$ cat config.mk
export PLATFORM = sky130hd
export DESIGN_NAME = timer16_cmp_cap
export DESIGN_NICKNAME = d
export VERILOG_FILES = /design/src/rtl/timer16_pkg.sv /design/src/rtl/timer16_seq.sv /design/src/rtl/timer16_cmp_ch.sv /design/src/rtl/timer16_capture.sv /design/src/rtl/timer16_cmp_cap.sv
export SDC_FILE = /design/constraint.sdc
export NUM_CORES = 1
export LEC_CHECK = 0
export ABC_AREA = 0
export BUFFER_PORTS_ARGS = -buffer_cell sky130_fd_sc_hd__buf_2
export CAP_MARGIN = 5
export CORE_MARGIN = 3
export CORE_UTILIZATION = 50
export CTS_CLUSTER_DIAMETER = 150
export DETAILED_ROUTE_END_ITERATION = 6
export GPL_TIMING_DRIVEN = 1
export HOLD_SLACK_MARGIN = 0.05
export PLACE_DENSITY = 0.69
export REMOVE_ABC_BUFFERS = 1
export SKIP_LAST_GASP = 1
export SLEW_MARGIN = 5
export SYNTH_ARGS = -nofsm -noshare
export SYNTH_HDL_FRONTEND = slang
export SYNTH_HIERARCHICAL = 1
export SYNTH_SLANG_ARGS = --single-unit
$ cat constraint.sdc
create_clock -name clk -period 3.9 [get_ports clk]
set_clock_uncertainty 0.15 [all_clocks]
set_input_delay 0.39 -clock clk [delete_from_list [all_inputs] [get_ports clk]]
set_output_delay 0.39 -clock clk [all_outputs]
set_load 0.01 [all_outputs]
$ cat src/rtl/timer16_pkg.sv
package timer16_pkg;
    parameter int CNT_W  = 16;
    parameter int ADDR_W = 3;
    parameter int FLT_N  = 4;
    parameter int NCH    = 2;

    typedef enum logic [1:0] {ST_FREE = 2'd0, ST_RISE = 2'd1, ST_FALL = 2'd2} seq_e;

    localparam logic [ADDR_W-1:0] A_CTRL  = 3'd0;
    localparam logic [ADDR_W-1:0] A_COUNT = 3'd1;
    localparam logic [ADDR_W-1:0] A_CMPA  = 3'd2;
    localparam logic [ADDR_W-1:0] A_CMPB  = 3'd3;
    localparam logic [ADDR_W-1:0] A_CAPT  = 3'd4;
    localparam logic [ADDR_W-1:0] A_FLAGS = 3'd5;

    function automatic logic [CNT_W-1:0] top_of(input logic [1:0] mode);
        case (mode)
            2'd1:    top_of = CNT_W'(16'h00FF);
            2'd2:    top_of = CNT_W'(16'h01FF);
            default: top_of = CNT_W'(16'h03FF);
        endcase
    endfunction
endpackage

$ cat src/rtl/timer16_seq.sv
module timer16_seq
    import timer16_pkg::*;
#(
    parameter int W = CNT_W
) (
    input  logic         clk,
    input  logic         rst_n,
    input  logic         tick,
    input  logic [1:0]   mode,
    input  logic         cnt_wr,
    input  logic [W-1:0] cnt_wdata,
    output logic [W-1:0] cnt_o,
    output logic         falling_o,
    output logic         step_o,
    output logic         ovf_evt_o,
    output logic         top_evt_o
);
    localparam logic [W-1:0] ALL1 = {W{1'b1}};
    localparam logic [W-1:0] ONE  = W'(1);

    seq_e         st_q, st_eff, st_d;
    logic [W-1:0] cnt_q, cnt_d;
    logic [W-1:0] top;

    assign top = top_of(mode);

    // state as seen this cycle: mode selects family, FREE enters RISE
    always_comb begin
        if (mode == 2'd0)          st_eff = ST_FREE;
        else if (st_q == ST_FREE)  st_eff = ST_RISE;
        else                       st_eff = st_q;
    end

    always_comb begin
        st_d      = st_eff;
        cnt_d     = cnt_q;
        ovf_evt_o = 1'b0;
        top_evt_o = 1'b0;
        if (cnt_wr) begin
            cnt_d = cnt_wdata;
        end else if (tick) begin
            unique case (st_eff)
                ST_FREE: begin
                    cnt_d     = cnt_q + ONE;
                    ovf_evt_o = (cnt_q == ALL1);
                end
                ST_RISE: begin
                    if (cnt_q >= top) begin
                        cnt_d     = cnt_q - ONE;
                        st_d      = ST_FALL;
                        top_evt_o = 1'b1;
                    end else begin
                        cnt_d = cnt_q + ONE;
                    end
                end
                ST_FALL: begin
                    if (cnt_q == '0) begin
                        cnt_d     = ONE;
                        st_d      = ST_RISE;
                        ovf_evt_o = 1'b1;
                    end else begin
                        cnt_d = cnt_q - ONE;
                    end
                end
                default: cnt_d = cnt_q;
            endcase
        end
    end

    always_ff @(posedge clk or negedge rst_n) begin
        if (!rst_n) begin
            st_q  <= ST_FREE;
            cnt_q <= '0;
        end else begin
            st_q  <= st_d;
            cnt_q <= cnt_d;
        end
    end

    assign cnt_o     = cnt_q;
    assign falling_o = (st_eff == ST_FALL);
    assign step_o    = tick && !cnt_wr;
endmodule

$ cat src/rtl/timer16_cmp_ch.sv
module timer16_cmp_ch
    import timer16_pkg::*;
#(
    parameter int W = CNT_W
) (
    input  logic         clk,
    input  logic         rst_n,
    input  logic [1:0]   mode,
    input  logic         wr,
    input  logic [W-1:0] wdata,
    input  logic         step,
    input  logic         top_evt,
    input  logic         falling,
    input  logic [W-1:0] cnt,
    output logic [W-1:0] buf_o,
    output logic         match_o,
    output logic         pin_o
);
    logic [W-1:0] buf_q, act_q;
    logic         pin_q;

    assign match_o = step && (cnt == act_q);

    always_ff @(posedge clk or negedge rst_n) begin
        if (!rst_n) begin
            buf_q <= '0;
            act_q <= '0;
            pin_q <= 1'b0;
        end else begin
            if (wr) buf_q <= wdata;
            if (wr && mode == 2'd0)           act_q <= wdata;
            else if (mode != 2'd0 && top_evt) act_q <= buf_q;
            if (match_o) begin
                if (mode == 2'd0) pin_q <= ~pin_q;
                else              pin_q <= falling;
            end
        end
    end

    assign buf_o = buf_q;
    assign pin_o = pin_q;
endmodule

$ cat src/rtl/timer16_capture.sv
module timer16_capture
    import timer16_pkg::*;
#(
    parameter int W    = CNT_W,
    parameter int NFLT = FLT_N
) (
    input  logic         clk,
    input  logic         rst_n,
    input  logic         pin,
    input  logic         rise_sel,
    input  logic         filt_en,
    input  logic [W-1:0] cnt,
    output logic [W-1:0] capt_o,
    output logic         evt_o
);
    localparam logic [NFLT-1:0] HI = {NFLT{1'b1}};

    logic            s1_q, s2_q, lvl_q, lvl_d_q;
    logic [NFLT-1:0] hist_q;
    logic [W-1:0]    capt_q;

    assign evt_o = rise_sel ? (lvl_q && !lvl_d_q) : (!lvl_q && lvl_d_q);

    always_ff @(posedge clk or negedge rst_n) begin
        if (!rst_n) begin
            s1_q    <= 1'b0;
            s2_q    <= 1'b0;
            hist_q  <= '0;
            lvl_q   <= 1'b0;
            lvl_d_q <= 1'b0;
            capt_q  <= '0;
        end else begin
            s1_q    <= pin;
            s2_q    <= s1_q;
            hist_q  <= {hist_q[NFLT-2:0], s2_q};
            lvl_d_q <= lvl_q;
            if (!filt_en)            lvl_q <= s2_q;
            else if (hist_q == HI)   lvl_q <= 1'b1;
            else if (hist_q == '0)   lvl_q <= 1'b0;
            if (evt_o) capt_q <= cnt;
        end
    end

    assign capt_o = capt_q;
endmodule

$ cat src/rtl/timer16_cmp_cap.sv
module timer16_cmp_cap
    import timer16_pkg::*;
(
    input  logic              clk,
    input  logic              rst_n,
    input  logic              tick,
    input  logic              wr_en,
    input  logic [ADDR_W-1:0] wr_addr,
    input  logic [CNT_W-1:0]  wr_data,
    input  logic [ADDR_W-1:0] rd_addr,
    output logic [CNT_W-1:0]  rd_data,
    input  logic              cap_pin,
    output logic              oc_a,
    output logic              oc_b,
    output logic              irq_ovf,
    output logic              irq_cmp_a,
    output logic              irq_cmp_b,
    output logic              irq_cap
);
    localparam int NFLAG = 2 + NCH;

    logic [3:0]       ctrl_q;
    logic [NFLAG-1:0] flags_q, flag_set, flag_clr;
    logic [CNT_W-1:0] cnt_q, capt;
    logic             falling, step, ovf_evt, top_evt, cap_evt;
    logic [CNT_W-1:0] ch_buf [NCH];
    logic [NCH-1:0]   ch_match, ch_pin;

    timer16_seq #(.W(CNT_W)) u_seq (
        .clk(clk), .rst_n(rst_n), .tick(tick), .mode(ctrl_q[1:0]),
        .cnt_wr(wr_en && wr_addr == A_COUNT), .cnt_wdata(wr_data),
        .cnt_o(cnt_q), .falling_o(falling), .step_o(step),
        .ovf_evt_o(ovf_evt), .top_evt_o(top_evt)
    );

    for (genvar g = 0; g < NCH; g++) begin : g_ch
        timer16_cmp_ch #(.W(CNT_W)) u_ch (
            .clk(clk), .rst_n(rst_n), .mode(ctrl_q[1:0]),
            .wr(wr_en && wr_addr == A_CMPA + ADDR_W'(g)), .wdata(wr_data),
            .step(step), .top_evt(top_evt), .falling(falling), .cnt(cnt_q),
            .buf_o(ch_buf[g]), .match_o(ch_match[g]), .pin_o(ch_pin[g])
        );
    end

    timer16_capture #(.W(CNT_W), .NFLT(FLT_N)) u_cap (
        .clk(clk), .rst_n(rst_n), .pin(cap_pin), .rise_sel(ctrl_q[2]),
        .filt_en(ctrl_q[3]), .cnt(cnt_q), .capt_o(capt), .evt_o(cap_evt)
    );

    assign flag_set = {cap_evt, ch_match, ovf_evt};
    assign flag_clr = (wr_en && wr_addr == A_FLAGS) ? wr_data[NFLAG-1:0] : '0;

    always_ff @(posedge clk or negedge rst_n) begin
        if (!rst_n) begin
            ctrl_q  <= '0;
            flags_q <= '0;
        end else begin
            if (wr_en && wr_addr == A_CTRL) ctrl_q <= wr_data[3:0];
            flags_q <= (flags_q & ~flag_clr) | flag_set;
        end
    end

    always_comb begin
        unique case (rd_addr)
            A_CTRL:  rd_data = CNT_W'(ctrl_q);
            A_COUNT: rd_data = cnt_q;
            A_CMPA:  rd_data = ch_buf[0];
            A_CMPB:  rd_data = ch_buf[1];
            A_CAPT:  rd_data = capt;
            A_FLAGS: rd_data = CNT_W'(flags_q);
            default: rd_data = '0;
        endcase
    end

    assign oc_a      = ch_pin[0];
    assign oc_b      = ch_pin[1];
    assign irq_ovf   = flags_q[0];
    assign irq_cmp_a = flags_q[1];
    assign irq_cmp_b = flags_q[2];
    assign irq_cap   = flags_q[3];
endmodule

==> out/metrics.yaml <==
result_of_the_run: "finished, final reports clean"
setup.worst_path.end_class: "flop"
slew_headroom_pct: 36.5
drv_slew: 0
n_fill_cell: 1156
clkSlewWorstSetupHoldPaths_ns: 0.06
die_h_um: 124
drt-total-wl_um: 19600
routed_via_density: 6.30
syn_to_final_growth_pct: 14.2
postSynthRegisterBits: 116
pin_count: 49
async_flop_share_pct: 100
gpl.final_weighted_congestion: 0.937
final.setup.tns_ns: 0
finalNonFillerCells: 900
place_ws_ns: 0.769
layout_setup_ws_ns: 0.706
period_minus_slack_ns: 3.19
port_buffers: 48
unrepaired_setup_endpoints_after_global_routing: "false"
numCtsBuffers: 17
syn-cell-area_um2: 6950
crit_type: "flop to flop"
syn_inst: 670
synth_area_per_cell_um2: 10.4
overflow: 0
synth_cell_type_count: 78
fraction_of_layout_instances_using_a_drive_strength_above_1_pct: 23.9
power_per_cell_area_nw_per_um2: 777
cts_num_sinks: 116
grt_antenna_before_repair: 0
grt_first_pass_wirelength_um: 30500
setup_viol: 0
area_contributors_post_synth: "sky130_fd_sc_hd__dfrtp_1 (42%), sky130_fd_sc_hd__mux2_2 (7.6%), sky130_fd_sc_hd__mux2i_1 (6.3%)"
worstPathRequired_ns: 4.10
hold_viol: 0
synth_sequential_area_ratio_pct: 41.8
antenna_violating_nets_post_route: 0
dr.pass1.iters: 7
root_buffer_selected_by_cts: "sky130_fd_sc_hd__clkbuf_16"
core_area_um2: 13400
ctsLongestPathBuffers: 2
numPlacedInstances: 866
drc_errors: 0
p_leak_nw: 3.57
timing.hold.worst.class: "primary input to flop"
placementRows: 42
synth_edf_count: 0
peakVddDrop_mv: 0.430
post-dp-hpwl_um: 12900
timing.hold.ws_ns: 0.139
post-synth-top-area-fraction_pct: 41.8
starting_utilization_of_the_core_area_pct: 51.8
final_design_area_no_fill_um2: 7940
fp.dieArea_um2: 15300
final_net_count: 746
timing_worst_slew_pin_value_ns: 0.952
postSynth.topFlopCell: "sky130_fd_sc_hd__dfrtp_1"
critPathLaunchType: "flop"
layout.cells.most_common: "sky130_fd_sc_hd__dfrtp_1"
layout_worst_path_cycle_share_pct: 81.9
vias: 5674
post_cts.resized_instances: 0
grt_usage_pct: 26.6
max_cap_violations: 0
floorplan.die.width_um: 124
yosys_warnings: 6
crit_path_max_fanout: 8
post-layout-total-power_mw: 6.17
arrival_worst_endpoint_ns: 3.40
cts_tree: "done"
yosysTopAreaCell: "sky130_fd_sc_hd__dfrtp_1"
first_global_vias: 5413
grt_max_degree: 56
cts_h_tree_depth: 4
n_antenna_cell: 0
final_core_util_pct: 59.2
postPlaceCellArea_um2: 7250
worst_skew_pair.late_latency_ns: 0.42
top_library_cells_by_usage_in_the_layout_fill_and_taps_aside: "sky130_fd_sc_hd__dfrtp_1 (116), sky130_fd_sc_hd__nor2_1 (58), sky130_fd_sc_hd__mux2_2 (47), sky130_fd_sc_hd__buf_2 (47), sky130_fd_sc_hd__mux2i_1 (44)"
highest_clock_rate_ghz: 0.313
wl_per_cell_um: 21.8
dr.first_iter.drc_count: 536
final cells by class:
cell class	count	area (um2)	area share, %
Clock buffer	17	425	5.36
Clock inverter	15	236	2.98
Inverter	11	41.3	0.520
Multi-Input combinational cell	501	3740	47.2
Sequential cell	116	2900	36.6
Tap cell	176	220	2.77
Timing Repair Buffer	64	368	4.64
synth_stat cells (8+ instances only):
| master | instances |
|---|---|
| sky130_fd_sc_hd__o21ai_0 | 29 |
| sky130_fd_sc_hd__or3_1 | 10 |
| sky130_fd_sc_hd__nand4_1 | 10 |
| sky130_fd_sc_hd__nor2_1 | 59 |
| sky130_fd_sc_hd__mux2i_1 | 44 |
| sky130_fd_sc_hd__clkbuf_1 | 15 |
| sky130_fd_sc_hd__mux2_4 | 11 |
| sky130_fd_sc_hd__ha_1 | 8 |
| sky130_fd_sc_hd__buf_2 | 10 |
| sky130_fd_sc_hd__a21oi_1 | 42 |
| sky130_fd_sc_hd__mux2_2 | 47 |
| sky130_fd_sc_hd__and3_1 | 8 |
| sky130_fd_sc_hd__o22ai_1 | 14 |
| sky130_fd_sc_hd__dfrtp_1 | 116 |
| sky130_fd_sc_hd__nand3_1 | 11 |
| sky130_fd_sc_hd__inv_1 | 10 |
| sky130_fd_sc_hd__nand2_1 | 41 |
| sky130_fd_sc_hd__a22oi_1 | 17 |
| sky130_fd_sc_hd__xnor2_1 | 38 |
where the power goes:
group	leakage [nW]	internal (mW)	switching [mW]
registers	1.38	1.62	0.591
logic	1.87	1.04	1.15
clock network	0.318	1.19	0.577
timing repair:
action | in CTS | in global routing
setup endpoints to repair | 0 | 0
endpoints found under the hold margin | 53 | 0
buffers inserted | 0 | 0
hold buffers | 2 | 0
per-layer routing:
layer	GRT usage, %	up-vias	part of all wire, %
met5	0	-	0
met4	8.79	0	2.0
li1	-	2548	-
met1	37.4	2826	44
met2	39.6	266	46
met3	7.22	34	8.1
cells by family after synthesis:
family | share of synthesized area, %
xor gates and xnor gates | 5.55
muxes | 16.7
DFF | 41.8
buffers and inverters | 4.39
adders and majority gates | 1.44
AOI/OAI and AO/OA | 15.6
and+or+nand+nor | 14.6
path summary, 6_finish.rpt:
check	startpoint	end	slack, ns	depth (start not counted)
worst max-delay path	ctrl_q[0]	u_seq/cnt_o[5]	0.71	11
worst min-delay path	wr_data[13]	g_ch[1].u_ch/buf_o[13]	0.14	2
worst max register to register	ctrl_q[0]	u_seq/cnt_o[5]	0.71	11
worst min register to register	u_cap/s1_q	u_cap/s2_q	0.20	0
max in group asynchronous	rst_n	g_ch[0].u_ch/buf_o[13]	2.34	3
min in group asynchronous	rst_n	flags_q[0]	0.42	2
sequential cells by signal, indices dropped and copies added (netlist names):
name             flops
g_ch.u_ch/act_q     32
g_ch.u_ch/buf_o     32
u_cap/capt_o        16
u_seq/cnt_o         16
ctrl_q               4
flags_q              4
u_cap/hist_q         4
g_ch.u_ch/pin_o      2
u_seq/st_q           2
u_cap/lvl_d_q        1
u_cap/lvl_q          1
u_cap/s1_q           1
u_cap/s2_q           1
worst max-delay path, stage by stage, from the launching register on:
cell and delay [ns]:
sky130_fd_sc_hd__dfrtp_1 0.45, sky130_fd_sc_hd__inv_1 0.07, sky130_fd_sc_hd__ha_1 0.26, sky130_fd_sc_hd__a21o_1 0.22, sky130_fd_sc_hd__inv_1 0.07, sky130_fd_sc_hd__ha_1 0.30
sky130_fd_sc_hd__nor4b_1 0.47, sky130_fd_sc_hd__a21o_1 0.24, sky130_fd_sc_hd__o21ai_0 0.21, sky130_fd_sc_hd__nor2_1 0.38, sky130_fd_sc_hd__a32o_1 0.20, sky130_fd_sc_hd__a221o_1 0.12
No activity file was read; power rests on OpenSTA's default activity.
